--- config.mk ---
export PLATFORM = sky130hd
export DESIGN_NAME = dma_csr_top
export DESIGN_NICKNAME = d
export VERILOG_FILES = /design/src/rtl/dma_csr_pkg.sv /design/src/rtl/dma_csr_chan.sv /design/src/rtl/dma_csr_align.sv /design/src/rtl/dma_csr_top.sv
export SDC_FILE = /design/constraint.sdc
export NUM_CORES = 1
export LEC_CHECK = 0
export ABC_AREA = 1
export BUFFER_PORTS_ARGS = -buffer_cell sky130_fd_sc_hd__buf_2
export CORE_ASPECT_RATIO = 0.6
export CORE_UTILIZATION = 40
export DETAILED_ROUTE_END_ITERATION = 10
export GPL_ROUTABILITY_DRIVEN = 0
export HOLD_SLACK_MARGIN = 0.02
export PLACE_DENSITY = 0.8
export SLEW_MARGIN = 20
export SYNTH_ARGS = -nofsm -noshare
export SYNTH_HDL_FRONTEND = slang
export SYNTH_SLANG_ARGS = --single-unit
--- constraint.sdc ---
create_clock -name clk -period 1.2 [get_ports clk]
set_clock_uncertainty 0.1 [all_clocks]
set_input_delay 0.18 -clock clk [delete_from_list [all_inputs] [get_ports clk]]
set_output_delay 0.18 -clock clk [all_outputs]
set_load 0.005 [all_outputs]
--- src/rtl/dma_csr_pkg.sv ---
package dma_csr_pkg;

    localparam int BIT_RUN     = 31;
    localparam int BIT_NOFETCH = 30;
    localparam int BIT_STOPIE  = 29;
    localparam int BIT_REQ     = 8;
    localparam int BIT_STOPPED = 3;
    localparam int BIT_END     = 2;
    localparam int BIT_START   = 1;
    localparam int BIT_ERR     = 0;

    typedef struct packed {
        logic run;
        logic nofetch;
        logic stop_ie;
        logic stopped;
        logic end_f;
        logic start_f;
        logic err_f;
    } chan_state_t;

    localparam chan_state_t CHAN_RESET = '{run: 1'b0, nofetch: 1'b0, stop_ie: 1'b0,
                                           stopped: 1'b1, end_f: 1'b0,
                                           start_f: 1'b0, err_f: 1'b0};

endpackage

--- src/rtl/dma_csr_chan.sv ---
module dma_csr_chan
    import dma_csr_pkg::*;
(
    input  logic        clk,
    input  logic        rst_n,
    input  logic        wr_hit,
    input  logic        w_run,
    input  logic        w_nofetch,
    input  logic        w_stopie,
    input  logic [2:0]  w_clr,
    input  logic        ev_start,
    input  logic        ev_end,
    input  logic        ev_stop,
    input  logic        ev_buserr,
    input  logic        req_pend,
    input  logic        desc_start_ie,
    input  logic        desc_end_ie,
    output logic [31:0] csr_word,
    output logic        run,
    output logic        pend
);

    chan_state_t st_d, st_q;

    always_comb begin
        st_d = st_q;
        if (wr_hit) begin
            st_d.run     = w_run;
            st_d.nofetch = w_nofetch;
            st_d.stop_ie = w_stopie;
            if (w_run && !st_q.run) begin
                st_d.stopped = 1'b0;
            end
            st_d.end_f   = st_q.end_f   & ~w_clr[BIT_END];
            st_d.start_f = st_q.start_f & ~w_clr[BIT_START];
            st_d.err_f   = st_q.err_f   & ~w_clr[BIT_ERR];
        end
        st_d.end_f   = st_d.end_f   | ev_end;
        st_d.start_f = st_d.start_f | ev_start;
        st_d.err_f   = st_d.err_f   | ev_buserr;
        if (ev_stop || ev_buserr) begin
            st_d.run     = 1'b0;
            st_d.stopped = 1'b1;
        end
    end

    always_ff @(posedge clk or negedge rst_n) begin
        if (!rst_n) begin
            st_q <= CHAN_RESET;
        end else begin
            st_q <= st_d;
        end
    end

    always_comb begin
        csr_word              = '0;
        csr_word[BIT_RUN]     = st_q.run;
        csr_word[BIT_NOFETCH] = st_q.nofetch;
        csr_word[BIT_STOPIE]  = st_q.stop_ie;
        csr_word[BIT_REQ]     = req_pend;
        csr_word[BIT_STOPPED] = st_q.stopped;
        csr_word[BIT_END]     = st_q.end_f;
        csr_word[BIT_START]   = st_q.start_f;
        csr_word[BIT_ERR]     = st_q.err_f;
    end

    assign run  = st_q.run;
    assign pend = (st_q.end_f & desc_end_ie) | (st_q.start_f & desc_start_ie)
                | (st_q.stopped & st_q.stop_ie) | st_q.err_f;

endmodule

--- src/rtl/dma_csr_align.sv ---
module dma_csr_align #(
    parameter int NUM_CH = 4
) (
    input  logic              clk,
    input  logic              rst_n,
    input  logic              wr_hit,
    input  logic [NUM_CH-1:0] w_bits,
    output logic [NUM_CH-1:0] bits
);

    logic [NUM_CH-1:0] aln_d, aln_q;

    always_comb begin
        aln_d = aln_q;
        if (wr_hit) begin
            aln_d = w_bits;
        end
    end

    always_ff @(posedge clk or negedge rst_n) begin
        if (!rst_n) begin
            aln_q <= '0;
        end else begin
            aln_q <= aln_d;
        end
    end

    assign bits = aln_q;

endmodule

--- src/rtl/dma_csr_top.sv ---
module dma_csr_top
    import dma_csr_pkg::*;
#(
    parameter int              NUM_CH  = 4,
    parameter int              ADDR_W  = 8,
    parameter logic [ADDR_W-1:0] SUM_OFS = 8'h40,
    parameter logic [ADDR_W-1:0] ALN_OFS = 8'h44
) (
    input  logic              clk,
    input  logic              rst_n,
    input  logic              wr_en,
    input  logic [ADDR_W-1:0] addr,
    input  logic [31:0]       wdata,
    output logic [31:0]       rdata,
    input  logic [NUM_CH-1:0] ev_start,
    input  logic [NUM_CH-1:0] ev_end,
    input  logic [NUM_CH-1:0] ev_stop,
    input  logic [NUM_CH-1:0] ev_buserr,
    input  logic [NUM_CH-1:0] req_pend,
    input  logic [NUM_CH-1:0] desc_start_ie,
    input  logic [NUM_CH-1:0] desc_end_ie,
    output logic [NUM_CH-1:0] run_en,
    output logic              irq
);

    localparam int SUM_W = NUM_CH;

    logic [31:0]       word_arr [NUM_CH];
    logic [SUM_W-1:0]  sum_vec;
    logic [NUM_CH-1:0] aln_bits;
    logic              unused_wdata;

    assign unused_wdata = ^wdata;

    for (genvar i = 0; i < NUM_CH; i++) begin : g_chan
        dma_csr_chan u_chan (
            .clk           (clk),
            .rst_n         (rst_n),
            .wr_hit        (wr_en && (addr == ADDR_W'(4 * i))),
            .w_run         (wdata[BIT_RUN]),
            .w_nofetch     (wdata[BIT_NOFETCH]),
            .w_stopie      (wdata[BIT_STOPIE]),
            .w_clr         (wdata[2:0]),
            .ev_start      (ev_start[i]),
            .ev_end        (ev_end[i]),
            .ev_stop       (ev_stop[i]),
            .ev_buserr     (ev_buserr[i]),
            .req_pend      (req_pend[i]),
            .desc_start_ie (desc_start_ie[i]),
            .desc_end_ie   (desc_end_ie[i]),
            .csr_word      (word_arr[i]),
            .run           (run_en[i]),
            .pend          (sum_vec[i])
        );
    end

    dma_csr_align #(.NUM_CH(NUM_CH)) u_align (
        .clk    (clk),
        .rst_n  (rst_n),
        .wr_hit (wr_en && (addr == ALN_OFS)),
        .w_bits (wdata[NUM_CH-1:0]),
        .bits   (aln_bits)
    );

    always_comb begin
        rdata = '0;
        for (int i = 0; i < NUM_CH; i++) begin
            if (addr == ADDR_W'(4 * i)) begin
                rdata = word_arr[i];
            end
        end
        if (addr == SUM_OFS) begin
            rdata = 32'(sum_vec);
        end
        if (addr == ALN_OFS) begin
            rdata = 32'(aln_bits);
        end
    end

    assign irq = |sum_vec;

endmodule

---- Word-level counts from Yosys, hierarchy flattened ----
Cells that the tools add are included.
word-level totals
  word-level logic and storage cells ...... 138
  output and inout port bits .............. 37
  bits of input ports ..................... 71
  flip-flop bits (word level) ............. 32
cells by class
  equality and inequality tests ........... 5
  multiplexer cells ....................... 22
  reductions and logical operators ........ 31
  bitwise operators ....................... 51
operators by type and width
  operator                                       count
  two-way mux 32 bit                             6
  two-way mux 7 bit                              4
  bitwise AND 1 bit                              24
  OR 1 bit                                       24
  == test 8 x 4 -> 1 bit, second input constant  2
  == test 8 x 7 -> 1 bit, second input constant  2
  nonzero test 2 bit                             8
  two-way mux 1 bit                              12
  logical AND 1 bit                              9
  == test 8 x 3 -> 1 bit, second input constant  1
  logical NOT 8 bit                              1
  AND reduction 2 bit                            4
  logical NOT 1 bit                              4
  logical OR 1 bit                               4
  OR reduction 4 bit                             1
  NOT 1 bit                                      3

---- Longest topological paths before layout ----
Gate-level depths: netlist of run 1.
  depth after elaboration ................. 7
  mapped depth ............................ 9
  mapped depth without buffers ............ 9

---- Cells and area by module ----
From an unflattened synthesis of run 1, not the netlist that was laid out.
unflattened totals
  cell total of the unflattened synthesis .. 544
  area total of the unflattened synthesis .. 3,498.4 um2
modules (own cells, without submodules)
  module         seq. area each (um2)  instances  area an instance (um2)  cells each
  dma_csr_chan   176.4                 4          505.5                   63
  dma_csr_top    0.0                   1          1,327.5                 275
  dma_csr_align  100.1                 1          148.9                   17

---- Least setup slack after synthesis of run 1 ----
No wires, ideal clock.
  path kind ............................... input -> register
  start point ............................. input port addr[5]
  end point ............................... register g_chan[3].u_chan.st_q, in the netlist g_chan[3].u_chan.csr_word[0]
  required time ........................... 0.977 ns
  stages .................................. 6
  data arrival time ....................... 1.054 ns
  library setup time ...................... 0.123 ns
  slack ................................... -0.077 ns
  buffers on the path ..................... 0
  cell sequence ........................... nor2_1 nand2_2 nor2_2 nand2_1 o21ai_0 nand2_1
RTL lines
  what                    RTL line            text
  start: declaration      dma_csr_top.sv:12   input logic [ADDR_W-1:0] addr,
  end signal: assignment  dma_csr_chan.sv:51  st_q <= st_d;
  end: declaration        dma_csr_chan.sv:23  chan_state_t st_d, st_q;

---- Final worst setup path of run 1 ----
  start point ............................. register g_chan[0].u_chan.st_q, in the netlist g_chan[0].u_chan.csr_word[3]
  end point ............................... output port rdata[0]
between the ends
  longest elaborated chain between the ends .. 5
RTL lines
  what                      RTL line            text
  start: declaration        dma_csr_chan.sv:23
  start signal: assignment  dma_csr_chan.sv:51
  bitwise AND 1 bit         dma_csr_chan.sv:69  | (st_q.stopped & st_q.stop_ie) | st_q.err_f;
  OR 1 bit (2 in series)    dma_csr_chan.sv:69
  two-way mux 32 bit        dma_csr_top.sv:72   if (addr == SUM_OFS) begin
  two-way mux 32 bit        dma_csr_top.sv:75   if (addr == ALN_OFS) begin
  end: declaration          dma_csr_top.sv:14   output logic [31:0] rdata,
No other way between the ends.

==> flow_metrics.tcl, run 1 <==
set metrics [dict create \
    final-seq-area_um2 806 \
    n_fill_cell 405 \
    clk_pin_slew_ns 0.07 \
    hold_viol_final 0 \
    power_per_cell_area_mw_per_mm2 783 \
    grt_pass1_wl_mm 9.33 \
    cts.sinks 32 \
    route.antenna.remaining_nets 0 \
    rsz0062_at_grt "true" \
    post_synth_num_cell_types 18 \
    dieArea_mm2 0.00528 \
    clkLatencyLatePin_ns 0.30 \
    avgSynthCellArea_um2 7.02 \
    drc_errors 0 \
    grt_start_max_net_pins 33 \
    placed_area_mm2 0.00243 \
    portBuffers 58 \
    nets 460 \
    yosysTopAreaCell "dfrtp_1" \
    synth_compound_area_frac 0.0841 \
    cp-end-kind "output pin" \
    vdd_drop_max_v 0.000444 \
    area_growth_pct 48.5 \
    die_x_um 93.1 \
    cts_max_level 2 \
    fp-row-count 19 \
    num_vias 2137 \
    cts_tree "yes" \
    multi_input_area_mm2 0.00112 \
    wl_per_cell_um 13.1 \
    crit_fanout 3 \
    maxCapViolations 0 \
    via_per_inst 4.72 \
    routed_wl_mm 5.92 \
    grt_use_total 0.237 \
    post-synth-top-count-cell "nand2_1" \
    drtPass1Iterations 4 \
    worst_path_largest_cell_delay_ns 0.55 \
    cts_buffers 5 \
    pre_cts_slack_ns -0.341 \
    post-route-min-period_ns 1.58 \
    timing.fmax_mhz 634 \
    arrival_ns 1.30 \
    synth_seq_area_share 0.404 \
    finalCritPeriodShare 1.31 \
    violations "negative setup slack" \
    final_area_mm2 0.00296 \
    p_leak_nw 1.58 \
    ys_async_sr_fraction 1.00 \
    synthFlopType "dfrtp_1" \
    first_iter_violations 124 \
    grt-ovfl-total 0 \
    setup_ws_ns -0.378 \
    holdCritStartpoint "wdata[0]" \
    synth-xor-area-share 0 \
    start_kind "flop" \
    worst-path-buf-inv 1 \
    synth_adder_area_share 0 \
    syn_inst 284 \
    cpMostUsedCell "nand2_1" \
    core-area_mm2 0.00468 \
    dp_hpwl_mm 4.22 \
    drive_gt1_frac 0.372 \
    antenna_found_initial 0 \
    netlist_top_cells_area "dfrtp_1 35%, nand2_1 15%, buf_4 11%" \
    clockRootBuffer "clkbuf_8" \
    crit_required_ns 0.92 \
    crit_type "flop to output pin" \
    cp_cell_sequence "nand2_1 > nand3_2 > nand2_1 > nand4_1 > buf_2" \
    yosysWarningCount 0 \
    setup.worst_path.start "g_chan[0].u_chan.csr_word[3]" \
    hold_class "input pin to flop" \
    synth_seq_cells 32 \
    outcome "complete, but fails checks" \
    fp.dieH_um 56.7 \
    antenna_cells 0 \
    synth_top_family_by_area "simple AND/OR/NAND/NOR gates" \
    cts_buffer_depth 2 \
    syn_area_mm2 0.00199 \
    cp_slowest_cell "dfstp_2" \
    synth_edf_count 0 \
    synthMuxAreaShare 0 \
    netlist_top_cells_count "82 x nand2_1, 36 x nor2_1, 33 x inv_1" \
    yosysTopAreaCellShare 0.352 \
    r2r_start "g_chan[3].u_chan.run" \
    synthSimpleGateAreaFrac 0.336 \
    setup_viol 10 \
    initial_core_util 0.426 \
    pin_count 108 \
    grt_pass1_vias 2058 \
    cp_top_family "flip-flops" \
    drv_slew 0 \
]
-- layout make-up --
cell class              instances  share of cell area
multi-input cells             212               0.378
flip-flops and latches         32               0.272
repair buffers                102               0.246
inverters                      36              0.0473
well taps                      63              0.0266
clock buffers                   5              0.0232
clock inverters                 3             0.00634
-- worst register-to-register path, stage by stage, from the launching register on --
cell and delay (ns):
dfrtp_1 0.41, nor2_1 0.14, nand3_1 0.09, nand2_1 0.06, nand2_1 0.05
-- per-stage QoR --
step	hold slack (ns)	total power (W)	std cells	util	TNS (ns)
detailed placement	0.0546	0.00140	420	0.519	-9.60
global route	0.0560	0.00244	453	0.632	-3.58
CTS	0.0202	0.00232	449	0.606	-2.70
floorplan	-0.216	0.00129	307	-	-0.0263
global placement	0.0482	0.00140	420	0.519	-8.38
finish	0.0324	0.00232	453	0.632	-2.73
-- flip-flops by register name, indices dropped and copies added (netlist names) --
signal,cells
g_chan.u_chan.csr_word,24
g_chan.u_chan.run,4
u_align.bits,4
-- worst paths after layout --
kind / to / slack, ns / cells after the start
setup / recovery: rdata[0] / -0.38 / 5
hold / removal: u_align.bits[0] / 0.03 / 3
setup reg to reg: g_chan[3].u_chan.csr_word[3] / 0.29 / 4
hold reg to reg: g_chan[1].u_chan.csr_word[3] / 0.38 / 2
max in group asynchronous: g_chan[0].u_chan.csr_word[3] / 0.49 / 3
min in group asynchronous: g_chan[3].u_chan.csr_word[29] / 0.27 / 3
-- logic make-up after synthesis --
logic type,count (synthesis)
AOI/OAI and AO/OA,32
buffers and inverters,64
DFF,32
other,1
and+or+nand+nor,155
-- metal layers --
metal	vias to the layer above	track usage	wire length [um]
met2	75	0.368	2630
met3	5	0.0596	414
met1	1005	0.329	2810
met5	-	0	0
met4	0	0.0615	61
li1	1052	-	-
-- cells in the final DEF, fill, tap and decap left out, drive strengths merged --
cell type	Yosys	final
nand2	84	84
buf	28	83
nor2	41	42
inv	36	36
dfrtp	28	28
o21ai	25	25
conb	1	24
nand3	23	23
dlygate4sd3	0	19
nand4	6	6
clkbuf	0	5
a21oi	4	4
dfstp	4	4
clkinv	0	3
o21bai	2	2
a21boi	1	1
nor4	1	1
-- power by group --
part / switching (W) / internal [W]
Clock: 0.000436 / 0.000404
Sequential: 0.0000169 / 0.00110
Combinational: 0.000193 / 0.000166
Total: 0.000646 / 0.00167
-- repair_timing --
item                                   CTS  global route
endpoints found under the hold margin   49             1
gates cloned                             1             0
pin swaps                               16            17
hold buffers                            18             1
gates resized for setup                 30            37
setup endpoints to repair               14            24
buffers inserted                         3             4
(Power assumes the default switching activity.)
==> inputs of run 2 (changes only) <==
CORE_ASPECT_RATIO = 0.8   (was 0.6)
RECOVER_POWER = 50   (was not set)
==> run 2 against run 1 <==
Effect of this change: the run still ends with negative setup slack left; non-clock buffer count grew 7; sequential power is essentially flat; worst setup slack improved by 0.015 ns; sequential share of layout area is 0.27 points lower; global-route usage shrank 0.73 points; via count is 2.5% higher; die area is 0.15% lower; routed wire length decreased by 2.1%; fmax up 0.95%; clock power is 6.1% higher; combinational power barely moved; core utilization is 0.69 points higher; critical endpoint is now rdata[3]; largest cell class unchanged; largest power group unchanged.
==> flow_metrics.tcl, run 2 (synthesis gave the netlist of run 1 again) <==
set metrics [dict create \
    num_vias 2190 \
    wl_per_cell_um 12.7 \
    final_common_cell "nand2_1" \
    cp_cell_sequence "nand2_2 > nand3_2 > nand2_1 > nand4_1 > buf_2" \
    clockRootBuffer "clkbuf_8" \
    most-common-layout-cells "65 x nand2_1, 53 x buf_2, 29 x inv_1" \
    grt_use_total 0.230 \
    cp_slowest_cell "dfstp_2" \
    antenna_cells 0 \
    dp_hpwl_mm 4.04 \
    drive_gt1_frac 0.389 \
    start_kind "flop" \
    power_per_cell_area_mw_per_mm2 791 \
    finish.utilization 0.639 \
    portBuffers 58 \
    worst-path-buf-inv 1 \
    cp_top_family "flip-flops" \
    grt_pass1_wl_mm 8.98 \
    power.share.clock 0.376 \
    via_per_inst 4.80 \
    fp.dieH_um 65.1 \
    arrival_ns 1.28 \
    comb_power_share 0.151 \
    dieArea_mm2 0.00527 \
    p_leak_nw 1.59 \
    r2r_start "g_chan[3].u_chan.csr_word[2]" \
    outcome "complete, but fails checks" \
    initial_core_util 0.426 \
    grt_pass1_vias 2000 \
    p_sw_w 0.000630 \
    setup.worst_path.start "g_chan[3].u_chan.csr_word[3]" \
    drv_slew 0 \
    p_int_w 0.00174 \
    finalCritPeriodShare 1.30 \
    final_cells 456 \
    cts_buffers 5 \
    rsz0062_at_grt "true" \
    crit_type "flop to output pin" \
    cts.sinks 32 \
    cp-end-kind "output pin" \
    clkLatencyLatePin_ns 0.29 \
    violations "negative setup slack" \
    pin_count 108 \
    worst_path_largest_cell_delay_ns 0.54 \
    antenna_found_initial 0 \
    routed_wl_mm 5.80 \
    seqPwrFrac 0.473 \
    drc_errors 0 \
    first_iter_violations 134 \
    clk_pin_slew_ns 0.06 \
    post-route-min-period_ns 1.56 \
    crit_required_ns 0.92 \
    largest_reg_flops 24 \
    holdCritStartpoint "ev_stop[3]" \
    maxCapViolations 0 \
    vdd_drop_max_v 0.000681 \
    hold_class "input pin to flop" \
    crit_fanout 2 \
    hold_viol_final 0 \
    setup_ws_ns -0.363 \
    grt_start_max_net_pins 33 \
    place.detailed.instances 419 \
    timing.fmax_mhz 640 \
    area_growth_pct 50.0 \
    fp-row-count 22 \
    grt-ovfl-total 0 \
    route.antenna.remaining_nets 0 \
    setup_viol 9 \
    cts_tree "yes" \
    fin_hold_ws_ns 0.0255 \
    r2r_setup_slack_ns 0.22 \
    switching_share 0.266 \
    cts_buffer_depth 2 \
    drtPass1Iterations 5 \
    core-area_mm2 0.00468 \
    nets 466 \
    die_x_um 80.9 \
    cts_max_level 2 \
]
==> run 2: worst paths after layout <==
| kind | cells after the start | end |
|---|---|---|
| worst max-delay path | 5 | rdata[3] |
| worst min-delay path | 3 | g_chan[3].u_chan.csr_word[3] |
| worst max register to register | 4 | g_chan[3].u_chan.csr_word[2] |
| worst min register to register | 2 | g_chan[2].u_chan.csr_word[3] |
| max in group asynchronous | 3 | g_chan[3].u_chan.csr_word[3] |
| min in group asynchronous | 3 | g_chan[1].u_chan.run |
==> run 2: area by class of cell <==
cell class / count / area [um^2]
Multi-Input combinational cell: 211 / 1110
Clock inverter: 1 / 7.51
Sequential cell: 32 / 806
Tap cell: 60 / 75.1
Clock buffer: 7 / 86.3
Timing Repair Buffer: 109 / 768
Fill cell: 395 / 1690
Inverter: 36 / 138
==> run 2: metrics by stage <==
stage | TNS [ns] | worst slack (ns) | power [W] | cell area (um^2)
after floorplan | -0.0263 | -0.00689 | 0.00129 | 2110
after global placement | -9.80 | -0.428 | 0.00140 | 2440
after detailed placement | -10.52 | -0.466 | 0.00141 | 2440
after CTS | -2.79 | -0.336 | 0.00235 | 2870
after global routing | -3.48 | -0.413 | 0.00245 | 2990
final | -2.87 | -0.363 | 0.00237 | 2990
==> run 2: layer usage <==
metal,GRT usage,up-vias,wire length [um]
met5,0,-,0
met4,0.103,0,190
met3,0.0444,23,353
met2,0.382,96,2800
met1,0.287,1010,2450
li1,-,1061,-
==> run 2: timing repair <==
action	4_1_cts	5_1_grt
endpoints found under the setup margin	14	17
buffers inserted	6	5
cloned	0	0
hold buffers	18	0
hold endpoints to repair	49	0
resized for setup	31	35
pin swaps	25	21
==> run 2: power by group through the flow <==
stage	registers, W	clock network (W)	logic [W]
2_1_floorplan	0.00113	0	0.000157
3_3_place_gp	0.00114	0	0.000262
3_5_place_dp	0.00114	0	0.000268
4_1_cts	0.00112	0.000898	0.000333
5_1_grt	0.00112	0.000933	0.000398
6_report	0.00112	0.000890	0.000357
==> run 2: worst reg2reg max path, cell delays in order, from the launching register on <==
cell and delay (ns):
dfrtp_1 0.39, buf_4 0.13, buf_4 0.12, o21ai_0 0.06
nand2_1 0.06
==> inputs of run 3 (changes only) <==
ABC_AREA = 0   (was 1)
CORE_UTILIZATION = 41   (was 40)
PLACE_DENSITY = 0.81   (was 0.8)
==> run 3 against run 2 <==
Effect of this change: the run still ends with negative setup slack left; worst setup slack worse by 0.44 ns; non-clock buffer count up 16; core utilization up 5.9 points; register-to-register slack worse by 0.14 ns; sequential cell count unchanged; global-route usage up 2.9 points; clock-buffer cell count down 1; via count down 9.8%; sequential share of layout area down 2.4 points; design area up 9.9%; fmax down 22%.
==> flow_metrics.tcl, run 3 <==
set metrics [dict create \
    nets 393 \
    synth_edf_count 0 \
    r2r_setup_slack_ns 0.08 \
    arrival_ns 1.72 \
    drive_gt1_frac 0.570 \
    r2r_cells 4 \
    hold_path_depth 2 \
    grt-ovfl-total 0 \
    timing.fmax_mhz 500 \
    die_x_um 81.2 \
    hold_class "input pin to flop" \
    place.detailed.instances 347 \
    drc_errors 0 \
    wl_per_cell_um 16.4 \
    setup_viol 42 \
    first_iter_violations 86 \
    outcome "complete, but fails checks" \
    vdd_drop_max_v 0.000590 \
    p_leak_nw 1.47 \
    drv_slew 0 \
    post-route-min-period_ns 2.00 \
    crit_type "flop to output pin" \
    route.antenna.remaining_nets 0 \
    synth_seq_area_share 0.391 \
    crit_required_ns 0.92 \
    largest_reg_flops 24 \
    r2r_start "g_chan[1].u_chan.run" \
    synthFlopType "dfrtp_1" \
    most-common-layout-cells "50 x buf_2, 30 x buf_4, 28 x dfrtp_1" \
    cts_buffer_depth 2 \
    synth_seq_cells 32 \
    cts_buffers 5 \
    cts_max_level 2 \
    hold_end "u_align.bits[3]" \
    cts.sinks 32 \
    initial_core_util 0.437 \
    grt_use_met3 0.0611 \
    maxCapViolations 0 \
    area_growth_pct 59.7 \
    clockRootBuffer "clkbuf_8" \
    antenna_found_initial 0 \
    grt_start_max_net_pins 33 \
    start_kind "flop" \
    num_vias 1975 \
    hold_viol_final 0 \
    avgSynthCellArea_um2 10.1 \
    yosysTopAreaCell "dfrtp_1" \
    dieArea_mm2 0.00531 \
    grt_use_total 0.258 \
    fp.dieH_um 65.4 \
    final_cells 383 \
    netlist_top_cells_count "28 x buf_4, 28 x dfrtp_1, 19 x nand2_1" \
    finalCritPeriodShare 1.67 \
    grt.busiest_layer "met2" \
    rsz0062_at_grt "true" \
    crit_fanout 2 \
    portBuffers 58 \
    cp-end-kind "output pin" \
    grt_pass1_wl_mm 10.0 \
    yosysWarningCount 0 \
    fp-row-count 22 \
    met2_usage 0.454 \
    setup_ws_ns -0.801 \
    via_per_inst 5.16 \
    holdCritStartpoint "wdata[3]" \
    finalPower_w 0.00243 \
    met1_usage 0.323 \
    dp_hpwl_mm 4.29 \
    clkLatencyLatePin_ns 0.29 \
    cts_tree "yes" \
    power_per_cell_area_mw_per_mm2 740 \
    antenna_cells 0 \
    yosysTopAreaCellShare 0.340 \
    netlist_top_cells_area "dfrtp_1 34%, buf_4 10%, mux2_2 6.6%" \
    syn_inst 204 \
    violations "negative setup slack" \
    r2r-end "g_chan[1].u_chan.csr_word[3]" \
    grt_pass1_vias 2058 \
    post_synth_num_cell_types 32 \
    core-area_mm2 0.00471 \
    ys_async_sr_fraction 1.00 \
    clk_pin_slew_ns 0.07 \
    drtPass1Iterations 4 \
    routed_wl_mm 6.29 \
    final_common_cell "buf_2" \
    pin_count 108 \
    syn_area_mm2 0.00206 \
]
-- run 3: worst max-delay path, cell delays in order (launching register included) --
cell and delay [ns]:
dfstp_2 0.54, inv_2 0.05, a221oi_4 0.33, o221ai_2 0.15, o32ai_2 0.22, buf_2 0.15
-- run 3: per-layer routing --
| layer | up-vias | routed length (um) |
|---|---|---|
| li1 | 918 | - |
| met1 | 969 | 2660 |
| met2 | 77 | 3180 |
| met3 | 11 | 385 |
| met4 | 0 | 58 |
| met5 | - | 0 |
-- run 3: repair_timing --
| action | CTS | global route |
|---|---|---|
| buffers inserted | 8 | 6 |
| endpoints found under the setup margin | 45 | 45 |
| hold buffers | 17 | 0 |
| endpoints found under the hold margin | 51 | 0 |
| pin swaps | 14 | 14 |
| resized for setup | 41 | 39 |
-- run 3: cells by family (layout without fill, tap and decap cells) --
family,after synthesis,after routing,synth area share
AOI/OAI and AO/OA,41,41,0.143
buffers and inverters,52,148,0.152
DFF,32,32,0.391
muxes,20,20,0.129
other,1,24,0.00182
and+or+nand+nor,58,58,0.182
-- run 3: final cells by class --
cell class,count,area [um^2]
fillers,358,1420
multi-input cells,143,1300
repair buffers,125,961
flip-flops and latches,32,806
clock buffers,6,82.6
well taps,60,75.1
inverters,15,56.3
clock inverters,2,10.0
-- run 3: power breakdown --
part           total [W]  internal (W)  switching, W  leakage (nW)
combinational   0.000445      0.000223      0.000221          1.05
clock           0.000874      0.000457      0.000416        0.0510
sequential       0.00111       0.00110     0.0000141         0.368
-- run 3: per-stage QoR --
stage | hold WS (ns) | worst slack [ns] | util | instance area [um^2] | setup TNS [ns]
6_report | 0.0271 | -0.801 | 0.698 | 3290 | -15.04
3_5_place_dp | 0.0474 | -0.713 | 0.551 | 2590 | -25.10
5_1_grt | 0.0457 | -0.868 | 0.698 | 3290 | -17.12
4_1_cts | 0.0295 | -0.881 | 0.656 | 3090 | -15.12
3_3_place_gp | 0.0450 | -0.678 | 0.551 | 2590 | -24.13
2_1_floorplan | -0.216 | -0.503 | - | 2190 | -15.50
-- run 3: how the worst max path moves through the flow --
stage	from	to	slack (ns)	depth (start not counted)
floorplan	addr[7]	rdata[0]	-0.50	5
global placement	addr[7]	rdata[0]	-0.68	6
detailed placement	addr[7]	rdata[3]	-0.71	6
CTS	g_chan[1].u_chan.csr_word[3]	rdata[3]	-0.88	5
global route	g_chan[1].u_chan.csr_word[3]	rdata[3]	-0.87	5
finish	g_chan[1].u_chan.csr_word[3]	rdata[3]	-0.80	5
